<file path="src/rtl/e1_tx_pkg.sv">
package e1_tx_pkg;
  localparam int unsigned FRAME_BITS = 256;
  localparam int unsigned TS0_BITS   = 8;
  localparam int unsigned SUB_DEPTH  = 4;
  localparam int unsigned TS0_IDX_W  = $clog2(TS0_BITS);
  // index 7-pos gives bit for position pos (pos 0 is Si, unused here)
  localparam logic [TS0_BITS-1:0] FAS_BYTE  = 8'h1B;
  localparam logic [TS0_BITS-1:0] NFAS_BYTE = 8'h40;

  typedef enum logic [1:0] {TAG_NONE, TAG_B, TAG_V} sub_tag_e;

  typedef struct packed {
    logic     mark;
    sub_tag_e tag;
  } stage_t;
endpackage

</file>
<file path="src/rtl/e1_frame_timer.sv">
module e1_frame_timer
  import e1_tx_pkg::*;
#(
  parameter int unsigned FRAME_LEN = FRAME_BITS,
  localparam int unsigned CNT_W = $clog2(FRAME_LEN)
) (
  input  logic             clk_i,
  input  logic             rst_ni,
  input  logic             sync_i,
  output logic [CNT_W-1:0] pos_o,
  output logic             odd_o,
  output logic             locked_o
);
  localparam logic [CNT_W-1:0] LAST = CNT_W'(FRAME_LEN - 1);

  logic [CNT_W-1:0] cnt_q;
  logic             odd_q, locked_q;

  // sync bit is position 0 of an alignment frame
  assign pos_o    = sync_i ? '0 : cnt_q;
  assign odd_o    = sync_i ? 1'b0 : odd_q;
  assign locked_o = sync_i | locked_q;

  always_ff @(posedge clk_i or negedge rst_ni) begin
    if (!rst_ni) begin
      cnt_q    <= '0;
      odd_q    <= 1'b0;
      locked_q <= 1'b0;
    end else if (sync_i) begin
      cnt_q    <= CNT_W'(1);
      odd_q    <= 1'b0;
      locked_q <= 1'b1;
    end else if (locked_q) begin
      if (cnt_q == LAST) begin
        cnt_q <= '0;
        odd_q <= ~odd_q;
      end else begin
        cnt_q <= cnt_q + CNT_W'(1);
      end
    end
  end


  sync_restart_chk: assert property (@(posedge clk_i) disable iff (!rst_ni)
    sync_i |=> (cnt_q == CNT_W'(1)) && !odd_q && locked_q);


  frame_wrap_chk: assert property (@(posedge clk_i) disable iff (!rst_ni)
    (locked_q && !sync_i && cnt_q == LAST) |=> (cnt_q == '0) && (odd_q != $past(odd_q)));
endmodule

</file>
<file path="src/rtl/e1_ts0_insert.sv">
module e1_ts0_insert
  import e1_tx_pkg::*;
#(
  parameter int unsigned CNT_W = $clog2(FRAME_BITS)
) (
  input  logic             ser_i,
  input  logic             ais_i,
  input  logic             locked_i,
  input  logic [CNT_W-1:0] pos_i,
  input  logic             odd_i,
  output logic             bit_o
);
  logic                 in_ts0;
  logic [TS0_IDX_W-1:0] sel;
  logic [TS0_BITS-1:0]  word;

  assign in_ts0 = locked_i && (pos_i < CNT_W'(TS0_BITS)) && (pos_i != '0);
  assign sel    = TS0_IDX_W'(TS0_BITS - 1) - TS0_IDX_W'(pos_i);
  assign word   = odd_i ? NFAS_BYTE : FAS_BYTE;

  always_comb begin
    bit_o = ser_i;
    if (in_ts0) bit_o = word[sel];
    if (ais_i)  bit_o = 1'b1;   // alarm wins over everything
  end
endmodule

</file>
<file path="src/rtl/e1_hdb3_coder.sv">
module e1_hdb3_coder
  import e1_tx_pkg::*;
(
  input  logic clk_i,
  input  logic rst_ni,
  input  logic bit_i,
  input  logic hdb3_en_i,
  output logic pos_o,
  output logic neg_o
);
  localparam int unsigned D = SUB_DEPTH;

  stage_t st_q [D];
  stage_t st_d [D];
  stage_t lv;
  logic   par_q, par_eff, last_neg_q, win_zero, sub, emit, pol_neg;

  assign lv = st_q[D-1];

  always_comb begin
    win_zero = !bit_i;
    for (int k = 0; k < D-1; k++)
      win_zero &= !st_q[k].mark && (st_q[k].tag == TAG_NONE);
    sub = hdb3_en_i && win_zero;

    // pulse parity since last violation, including the bit now leaving
    if (lv.tag == TAG_V) par_eff = 1'b0;
    else                 par_eff = par_q ^ (lv.mark || lv.tag == TAG_B);

    st_d[0] = '{mark: bit_i, tag: sub ? TAG_V : TAG_NONE};
    for (int k = 1; k < D; k++) st_d[k] = st_q[k-1];
    if (sub && !par_eff) st_d[D-1].tag = TAG_B;

    emit    = lv.mark || (lv.tag != TAG_NONE);
    pol_neg = (lv.tag == TAG_V) ? last_neg_q : ~last_neg_q;
  end

  always_ff @(posedge clk_i or negedge rst_ni) begin
    if (!rst_ni) begin
      for (int k = 0; k < D; k++) st_q[k] <= '{mark: 1'b0, tag: TAG_NONE};
      par_q      <= 1'b0;
      last_neg_q <= 1'b1;   // first mark goes positive
      pos_o      <= 1'b0;
      neg_o      <= 1'b0;
    end else begin
      for (int k = 0; k < D; k++) st_q[k] <= st_d[k];
      par_q <= par_eff;
      if (emit) last_neg_q <= pol_neg;
      pos_o <= emit && !pol_neg;
      neg_o <= emit && pol_neg;
    end
  end


  space_low_chk: assert property (@(posedge clk_i) disable iff (!rst_ni)
    (!lv.mark && lv.tag == TAG_NONE) |=> (!pos_o && !neg_o));
endmodule

</file>
<file path="src/rtl/e1_tx_formatter.sv">
module e1_tx_formatter
  import e1_tx_pkg::*;
#(
  parameter int unsigned FRAME_LEN = FRAME_BITS,
  localparam int unsigned CNT_W = $clog2(FRAME_LEN)
) (
  input  logic clk_i,
  input  logic rst_ni,
  input  logic ser_i,
  input  logic sync_i,
  input  logic ais_i,
  input  logic hdb3_en_i,
  output logic pos_o,
  output logic neg_o
);
  logic [CNT_W-1:0] fpos;
  logic             fodd, flocked, fbit;

  e1_frame_timer #(.FRAME_LEN(FRAME_LEN)) u_timer (
    .clk_i, .rst_ni, .sync_i,
    .pos_o(fpos), .odd_o(fodd), .locked_o(flocked)
  );

  e1_ts0_insert #(.CNT_W(CNT_W)) u_ins (
    .ser_i, .ais_i, .locked_i(flocked), .pos_i(fpos), .odd_i(fodd), .bit_o(fbit)
  );

  e1_hdb3_coder u_coder (
    .clk_i, .rst_ni, .bit_i(fbit), .hdb3_en_i, .pos_o, .neg_o
  );

  logic [2:0] age_q;
  always_ff @(posedge clk_i or negedge rst_ni) begin
    if (!rst_ni)           age_q <= '0;
    else if (age_q != 3'd7) age_q <= age_q + 3'd1;
  end


  rails_excl_chk: assert property (@(posedge clk_i) disable iff (!rst_ni)
    !(pos_o && neg_o));


  ais_mark_chk: assert property (@(posedge clk_i) disable iff (!rst_ni)
    (age_q >= 3'd5 && $past(ais_i, 4)) |=> (pos_o || neg_o));
endmodule

</file>
<file path="config.mk">
export PLATFORM = sky130hd
export DESIGN_NAME = e1_tx_formatter
export DESIGN_NICKNAME = d
export VERILOG_FILES = /design/src/rtl/e1_tx_pkg.sv /design/src/rtl/e1_frame_timer.sv /design/src/rtl/e1_ts0_insert.sv /design/src/rtl/e1_hdb3_coder.sv /design/src/rtl/e1_tx_formatter.sv
export SDC_FILE = /design/constraint.sdc
export NUM_CORES = 1
export LEC_CHECK = 0
export BUFFER_PORTS_ARGS = -buffer_cell sky130_fd_sc_hd__buf_2
export CORE_ASPECT_RATIO = 1.5
export CORE_UTILIZATION = 46
export DETAILED_ROUTE_END_ITERATION = 6
export PLACE_DENSITY_LB_ADDON = 0.08
export SLEW_MARGIN = 10
export SYNTH_ARGS = -nofsm -noshare
export SYNTH_HDL_FRONTEND = slang
export SYNTH_HIERARCHICAL = 1
export SYNTH_SLANG_ARGS = --single-unit
</file>
<file path="constraint.sdc">
create_clock -name clk_i -period 2.5 [get_ports clk_i]
set_input_delay 0.375 -clock clk_i [delete_from_list [all_inputs] [get_ports clk_i]]
set_output_delay 0.375 -clock clk_i [all_outputs]
set_load 0.05 [all_outputs]
</file>
==> out/results.ini, run 1 <==
[status]
status = completed

[run]
max_cap_viol_count = 0

[floorplanning]
ioPinCount = 8
die_w_microns = 41.9
start_util_pct = 49.1
core_area_sq_mm = 0.00223
die_height_microns = 61.8
std_cell_rows = 21
die-area_sq_mm = 0.00259

[synth]
synthMuxAreaShare_pct = 2.74
avgSynthCellArea_sq_um = 10.9
yosysWarnings = 6
synth_area_leaders = dfrtp_1 (50%), nor2b_1 (5.1%), mux2i_1 (2.7%), dfstp_2 (2.4%), xor2_1 (2.4%)
synth_top_area_share_pct = 50.2
synth_ff_type = dfrtp_1
async_flop_share_pct = 100
synth_adder_area_share_pct = 1.14
synth_edf_count = 0
synth_cells = 101
synth_compound_area_share_pct = 11.1
synth-simple-area-share_pct = 25.2
yosysSeqAreaShare_pct = 52.6
synth.distinct_cells = 37
synth_top_family_by_area = simple AND/OR/NAND/NOR gates
ys_ff_latch = 23
syn-cell-area_sq_mm = 0.00110
syn-num-nets = 108
synth_top_area_cell = dfrtp_1
synth_xor_xnor_area_share_pct = 3.19

[power_and_ir_drop]
pwr-share-comb_pct = 21.9
switchingPower_mw = 0.252
clockPowerShare_pct = 20.3
p_leak_nw = 0.498
power_density_mw_per_mm2 = 695
seq_power_share_pct = 57.9
p_int_mw = 0.558
peakVddDrop_v = 0.000289
p_sw_share_pct = 31.1

[sta]
finalWorstSetupSlack_ns = 0.176
setup_viol = 0
timing.fmax_ghz = 0.430
finalHoldViolCount = 0
hold_slack_ns = 0.0233
slew_viol_final = 0
worstMarginPinSlew_ns = 0.503
rsz0062_at_grt = no
maxSlewHeadroom_pct = 66.4
skew_ns = 0.00134
fin_crit_sh_pct = 93.0
tns_ns = 0
fin_crit_ns = 2.32

[setup_path]
endpoint_kind = flop
cp.arrival_ns = 2.55
crit_slowest_cell = or4_4
crit_family = simple AND/OR/NAND/NOR gates
worstPathCellList = nor2b_1 -> or4_4 -> or4b_1 -> o32a_1 -> nor4b_2 -> nand2_1 -> a31oi_1
cp-start-kind = flop
required_ns = 2.73
critical_path_class = flop to flop
slowest_delay_ns = 0.53
path_buf_inv = 0
path_max_fanout = 6

[place]
io_buffers = 7
dp_hpwl_microns = 1410
post-place-ws_ns = 0.132
globalplace.congestion = 0.824

[clocking]
numCtsBuffers = 3
clk_latency_ns = 0.29
cts_hold_buf = 0
ctsLongestPathBuffers = 2
clk_pin_slew_worst_paths_ns = 0.12
clock_sink_count = 23
cts_resized = 0
htreeDepth = 1
clockRootBuffer = clkbuf_4
postCtsSetupBuffers = 0
cts_tree = built

[drt]
viasPerCell = 5.70
wl_per_cell_microns = 14.0
vias = 752
ant_nets = 0
drc_errors = 0
dr.pass1.iters = 2
drt_iter0_drc = 9
routed_wl_microns = 1840

[final_layout]
diodes = 0
area_growth_pct = 6.16
drive_above_1_share_pct = 16.5
nets = 117

[global_route]
antenna_found_initial = 0
grt_pass1_wl_microns = 3060
grt_max_degree = 24
grt_usage_pct = 15.9
overflow = 0
grt_pass1_vias = 715

[min_path]
hp-class = primary input to asynchronous set/reset pin

-- synth_stat cells, types with 2 or more instances --
cell type	number
nor2b_1	9
nor3_1	3
mux2i_1	3
or3_1	4
a21oi_1	3
nor2_1	6
clkbuf_1	2
nand3_1	4
dfrtp_1	22
buf_6	2
xor2_1	3
o21bai_1	2
nand4_1	2
a31oi_1	3
nand2_1	6
inv_1	4
or2_1	2
o21ai_0	2
-- area by class of cell --
class | count | area [sq um]
fill | 198 | 1070
sequential | 23 | 577
multi-input combinational | 70 | 475
timing repair buffer | 8 | 42.5
tap | 23 | 28.8
clock buffer | 4 | 26.3
inverter | 4 | 15.0
-- layout by cell type (no fill, tap or decap), types with 2 or more instances in the layout --
master,count
mux2i_1,3
or3_1,4
a21oi_1,3
nand4_1,2
xor2_1,3
nand3_1,4
nor2_1,6
nand2_1,6
or2_1,2
a31oi_1,3
buf_2,7
nor3_1,3
o21ai_0,2
o21bai_1,2
clkbuf_4,3
dfrtp_1,22
inv_1,4
nor2b_1,9
-- final timing paths --
check | start | to | slack, ns | cells after the start
worst max-delay path | u_timer/cnt_q[7] | u_coder/lv[0] | 0.18 | 7
worst min-delay path | rst_ni | u_coder/pos_o | 0.02 | 1
worst max register to register | u_timer/cnt_q[7] | u_coder/lv[0] | 0.18 | 7
worst min register to register | u_coder/st_d[4] | u_coder/st_q[4] | 0.41 | 0
max in group asynchronous | rst_ni | u_coder/last_neg_q | 2.12 | 1
min in group clk_i | sync_i | u_timer/cnt_q[6] | 0.33 | 2
-- cell families (layout without fill, tap and decap cells) --
| kind of cell | after synthesis | count (layout) |
|---|---|---|
| and+or+nand+nor | 45 | 45 |
| DFF | 23 | 23 |
| AOI/OAI and AO/OA | 17 | 17 |
| buffers and inverters | 8 | 16 |
| xor gates and xnor gates | 4 | 4 |
| muxes | 3 | 3 |
| adders and majority gates | 1 | 1 |
-- sequential cells by signal (all words and copies together) (netlist names) --
signal              flops
u_coder/par_q           1
u_timer/locked_q        1
u_coder/pos_o           1
u_coder/st_q            1
u_timer/odd_q           1
u_coder/last_neg_q      1
u_coder/neg_o           1
u_coder/lv              3
u_timer/cnt_q           8
u_coder/st_d            5
-- power groups by stage --
stage               sequential [mW]  combinational, mW  clock [mW]
floorplan                     0.522             0.0868           0
global placement              0.475              0.176           0
detailed placement            0.476              0.179           0
CTS                           0.469              0.180       0.172
global route                  0.475              0.192       0.189
finish                        0.469              0.177       0.164
-- metrics by stage --
stage                     utilization (%)  std cells  total power, mW  area (sq um)
after detailed placement             51.0        128            0.655          1140
after floorplan                         -        101            0.609          1100
after global placement               51.0        128            0.651          1140
after CTS                            52.2        132            0.821          1160
after global routing                 52.2        132            0.857          1160
final                                52.2        132            0.809          1160
-- per-layer routing --
layer | vias up | track usage (%) | part of all wire [%]
met2 | 6 | 30.6 | 55
met4 | 0 | 6.91 | 1.0
met1 | 367 | 17.9 | 43
met3 | 2 | 1.73 | 1.6
met5 | - | 0 | 0
li1 | 377 | - | -
Power figures use the tool's default switching activity.
==> inputs of run 2 (changes only) <==
==> constraint.sdc (replaced) <==
create_clock -name clk_i -period 1.9 [get_ports clk_i]
set_input_delay 0.285 -clock clk_i [delete_from_list [all_inputs] [get_ports clk_i]]
set_output_delay 0.285 -clock clk_i [all_outputs]
set_load 0.05 [all_outputs]
==> run 2 against run 1 <==
  * The run now ends with negative setup slack left
  * Via count rose by 6.8%
  * Register-to-register slack got worse by 0.50 ns
  * Cell count rose by 9.8%
  * Sequential cell count did not move
==> out/results.ini, run 2 (synthesized netlist as in run 1, its figures left out) <==
[sta]
timing.fmax_ghz = 0.449
rsz0062_at_grt = yes
tns_ns = -0.593
worstMarginPinSlew_ns = 0.512
fin_crit_ns = 2.22
setup_viol = 3
maxSlewHeadroom_pct = 65.9
finalHoldViolCount = 0
skew_ns = 0.00559
finalWorstSetupSlack_ns = -0.325
fin_crit_sh_pct = 117
slew_viol_final = 0

[final_layout]
final_core_util_pct = 56.7
instances_no_fill = 145
nFillCells = 192
largest_register_ff_count = 8
diodes = 0
regMostFlops = u_timer/cnt_q
final_cell_mix = dfrtp_1 (22), buf_4 (13), nor2b_1 (9), buf_2 (7)
nets = 130
final_common_cell = dfrtp_1
area_growth_pct = 15.4
drive_above_1_share_pct = 25.4

[drt]
drc_errors = 0
ant_nets = 0
wl_per_cell_microns = 13.5
dr.pass1.iters = 4
drt_iter0_drc = 16
vias = 803
routed_wl_microns = 1960
viasPerCell = 5.54

[setup_path]
worstPathCellList = nor2b_1 -> or4_4 -> or4b_1 -> o32a_1 -> nor4b_2 -> nand2_1 -> a31oi_1
slowest_delay_ns = 0.52
cp.arrival_ns = 2.46
endpoint_kind = flop
path_max_fanout = 2
critical_path_class = flop to flop
crit_family = simple AND/OR/NAND/NOR gates
required_ns = 2.14
cp-start-kind = flop
path_buf_inv = 0
crit_slowest_cell = or4_4

[global_route]
antenna_found_initial = 0
overflow = 0
grt_max_degree = 24
grt_usage_pct = 18.2
grt_pass1_vias = 799
grt_pass1_wl_microns = 3530

[clocking]
clk_pin_slew_worst_paths_ns = 0.13
numCtsBuffers = 3
cts_resized = 0
htreeDepth = 1
clockRootBuffer = clkbuf_4
cts_tree = built
ctsLongestPathBuffers = 2
clk_latency_ns = 0.30
clock_sink_count = 23

[power_and_ir_drop]
p_leak_nw = 0.565
power_density_mw_per_mm2 = 868
peakVddDrop_v = 0.000506

[place]
dp_hpwl_microns = 1490
io_buffers = 7
post-place-ws_ns = -0.307
place_inst = 138
globalplace.congestion = 0.752

[run]
max_cap_viol_count = 0

[floorplanning]
std_cell_rows = 21
die-area_sq_mm = 0.00259
die_w_microns = 41.9
die_height_microns = 61.8
start_util_pct = 49.1
ioPinCount = 8
core_area_sq_mm = 0.00223

[status]
violations = negative setup slack
status = finished, violations left

[min_path]
hp-class = primary input to flop

-- run 2: worst paths after layout --
| check | start | to | slack (ns) | cells past startpoint |
|---|---|---|---|---|
| max | u_timer/cnt_q[7] | u_coder/lv[0] | -0.32 | 7 |
| min | hdb3_en_i | u_coder/lv[0] | 0.36 | 4 |
| max reg2reg | u_timer/cnt_q[7] | u_coder/lv[0] | -0.32 | 7 |
| min reg2reg | u_coder/st_d[5] | u_coder/st_d[2] | 0.41 | 0 |
| max in group asynchronous | rst_ni | u_coder/last_neg_q | 1.08 | 2 |
| min in group asynchronous | rst_ni | u_coder/lv[1] | 0.46 | 2 |
-- run 2: repair_timing --
action / CTS / global route
setup endpoints to repair: 2 / 3
hold buffers: 1 / 0
endpoints found under the hold margin: 22 / 0
setup buffers: 2 / 0
-- run 2: area by class of cell --
type                       count  area, sq um  share of cell area (%)
sequential                    23          577                    45.6
clock buffer                   3         22.5                    1.78
tap                           23         28.8                    2.27
multi-input combinational     70          475                    37.5
inverter                       4         15.0                    1.19
timing repair buffer          21          143                    11.3
clock inverter                 1         5.00                   0.395
-- run 2: routing by layer --
layer / up-vias / share of wire [%] / track usage (%) / routed length (microns)
met4: 0 / 1.0 / 6.91 / 20
met3: 2 / 1.5 / 1.73 / 29
met2: 6 / 52 / 32.8 / 1030
li1: 403 / - / - / -
met1: 392 / 45 / 22.8 / 879
met5: - / 0 / 0 / 0
-- run 2: per-stage QoR --
stage	hold slack (ns)	power [mW]	cell area, sq um
after floorplan	-0.0106	0.801	1100
final	0.363	1.10	1270
after global placement	0.280	0.872	1210
after CTS	0.355	1.11	1270
after global routing	0.368	1.17	1270
after detailed placement	0.288	0.879	1210
-- run 2: power by group --
part | leakage [nW] | switching [mW] | internal, mW
logic | 0.261 | 0.159 | 0.110
registers | 0.287 | 0.0421 | 0.563
clock network | 0.0177 | 0.147 | 0.0784
total | 0.565 | 0.347 | 0.752
-- run 2: worst min-delay path: stages --
cell and delay [ns]:
buf_2 0.10, nor4b_2 0.14, nand2_1 0.07, a31oi_1 0.04
==> inputs of run 3 (changes only) <==
--- a/config.mk
+++ b/config.mk
@@ -6,11 +6,13 @@
 export NUM_CORES = 1
 export LEC_CHECK = 0
 export BUFFER_PORTS_ARGS = -buffer_cell sky130_fd_sc_hd__buf_2
+export CELL_PAD_IN_SITES_DETAIL_PLACEMENT = 1
+export CELL_PAD_IN_SITES_GLOBAL_PLACEMENT = 1
 export CORE_ASPECT_RATIO = 1.5
-export CORE_UTILIZATION = 46
+export CORE_UTILIZATION = 41
 export DETAILED_ROUTE_END_ITERATION = 6
 export PLACE_DENSITY_LB_ADDON = 0.08
-export SLEW_MARGIN = 10
+export SLEW_MARGIN = 15
 export SYNTH_ARGS = -nofsm -noshare
 export SYNTH_HDL_FRONTEND = slang
 export SYNTH_HIERARCHICAL = 1
==> run 3 against run 2 <==
  * Worst hold slack got worse by 0.042 ns
  * Clock-buffer cell count did not move
  * Cell area is 1.3% higher
  * Highest routed layer unchanged
  * Cell count is 9.0% higher
  * Sequential share of layout area shrank 0.58 points
  * Sequential cell count is the same
  * Core utilization decreased by 5.5 points
  * Sequential power hardly changed
  * Clock skew rose by 0.0071 ns
  * Critical path type unchanged
  * Clock power about the same
  * Wire length rose by 17%
  * The run still ends with negative setup slack left
==> out/results.ini, run 3 (synthesized netlist as in run 1, its figures left out) <==
[final_layout]
drive_above_1_share_pct = 26.2
final_common_cell = dfrtp_1
nFillCells = 287
final_cell_mix = dfrtp_1 (22), buf_4 (13), nor2b_1 (9), buf_2 (7)
area_growth_pct = 16.9
diodes = 0
largest_register_ff_count = 8
regArea_sq_um = 577
multi_input_area_sq_um = 475
nets = 130
regMostFlops = u_timer/cnt_q

[setup_path]
critical_path_class = flop to flop
cp.arrival_ns = 2.47
critical_path_depth = 7
worstPathCellList = nor2b_1 -> or4_4 -> or4b_1 -> o32a_1 -> nor4b_2 -> nand2_1 -> a31oi_1
r2r_cells = 7
required_ns = 2.14
path_max_fanout = 2
cp-start-kind = flop
slowest_delay_ns = 0.53
path_buf_inv = 0
crit_slowest_cell = or4_4
endpoint_kind = flop
crit_family = simple AND/OR/NAND/NOR gates

[sta]
timing.fmax_ghz = 0.449
slew_viol_final = 0
finalWorstSetupSlack_ns = -0.327
fin_crit_sh_pct = 117
fin_crit_ns = 2.23
worstMarginPinSlew_ns = 0.505
hold_slack_ns = 0.320
tns_ns = -0.652
finalHoldViolCount = 0
setup_viol = 3
rsz0062_at_grt = yes
skew_ns = 0.0126
maxSlewHeadroom_pct = 66.3

[drt]
drt_iter0_drc = 1
routed_wl_microns = 2280
viasPerCell = 5.08
drc_errors = 0
ant_nets = 0
vias = 802
dr.pass1.iters = 4
wl_per_cell_microns = 14.4

[place]
globalplace.congestion = 0.772
io_buffers = 7
post-place-ws_ns = -0.317
dp_hpwl_microns = 1650

[floorplanning]
die_w_microns = 44.2
std_cell_rows = 22
core_area_sq_mm = 0.00250
start_util_pct = 43.8
die-area_sq_mm = 0.00289
ioPinCount = 8
die_height_microns = 65.4

[power_and_ir_drop]
power_density_mw_per_mm2 = 863
p_leak_nw = 0.568
peakVddDrop_v = 0.000354

[clocking]
cts_tree = built
clock_sink_count = 23
htreeDepth = 1
numCtsBuffers = 3
clk_latency_ns = 0.31
clockRootBuffer = clkbuf_4
clk_pin_slew_worst_paths_ns = 0.13
ctsLongestPathBuffers = 2

[global_route]
overflow = 0
grt_usage_pct = 18.5
grt_pass1_wl_microns = 3940
antenna_found_initial = 0
grt_max_degree = 24
grt_pass1_vias = 843

[run]
max_cap_viol_count = 0

[min_path]
hp-class = primary input to flop
whs_path_depth = 3

[status]
violations = negative setup slack
status = finished, violations left

run 3: stage by stage:
stage	instance area [sq um]	std cells	util (%)	power, mW
2_1_floorplan	1100	101	-	0.801
3_3_place_gp	1210	149	48.5	0.872
3_5_place_dp	1210	149	48.5	0.880
4_1_cts	1270	157	50.9	1.12
5_1_grt	1280	158	51.2	1.17
6_report	1280	158	51.2	1.11
run 3: timing repair:
item	in CTS	in global routing
gates resized for setup	0	1
endpoints found under the setup margin	2	3
endpoints found under the hold margin	22	0
hold buffers	1	0
setup buffers	3	2
run 3: worst paths after layout:
path                            slack, ns                 end        startpoint
max in group asynchronous            1.04  u_coder/last_neg_q            rst_ni
worst max-delay path                -0.33       u_coder/lv[0]  u_timer/cnt_q[7]
worst min register to register       0.42     u_coder/st_q[4]   u_coder/st_d[4]
min in group asynchronous            0.49    u_timer/cnt_q[0]            rst_ni
worst max register to register      -0.33       u_coder/lv[0]  u_timer/cnt_q[7]
worst min-delay path                 0.32    u_timer/cnt_q[6]            sync_i
run 3: layout make-up:
class	count	area share (%)
flip-flops and latches	23	45.0
clock buffers	3	1.76
well taps	36	3.51
multi-input cells	70	37.1
inverters	4	1.17
clock inverters	1	0.390
repair buffers	21	11.1
run 3: routing by layer:
layer / GRT usage [%] / up-vias / wire, microns
met4: 5.68 / 0 / 21
li1: - / 401 / -
met3: 2.47 / 2 / 40
met2: 33.8 / 6 / 1260
met1: 21.4 / 393 / 958
met5: 0 / - / 0
run 3: where the power goes:
group          internal, mW  leakage (nW)  total (mW)  switching (mW)
registers             0.563         0.287       0.607          0.0436
clock network        0.0784        0.0177       0.223           0.144
logic                 0.114         0.263       0.277           0.163
total                 0.756         0.568        1.11           0.351
run 3: worst register-to-register path, cell delays in order (launching register included):
cell and delay [ns]:
dfrtp_1 0.40, nor2b_1 0.13, or4_4 0.53, or4b_1 0.48, o32a_1 0.21, nor4b_2 0.21, nand2_1 0.09, a31oi_1 0.13
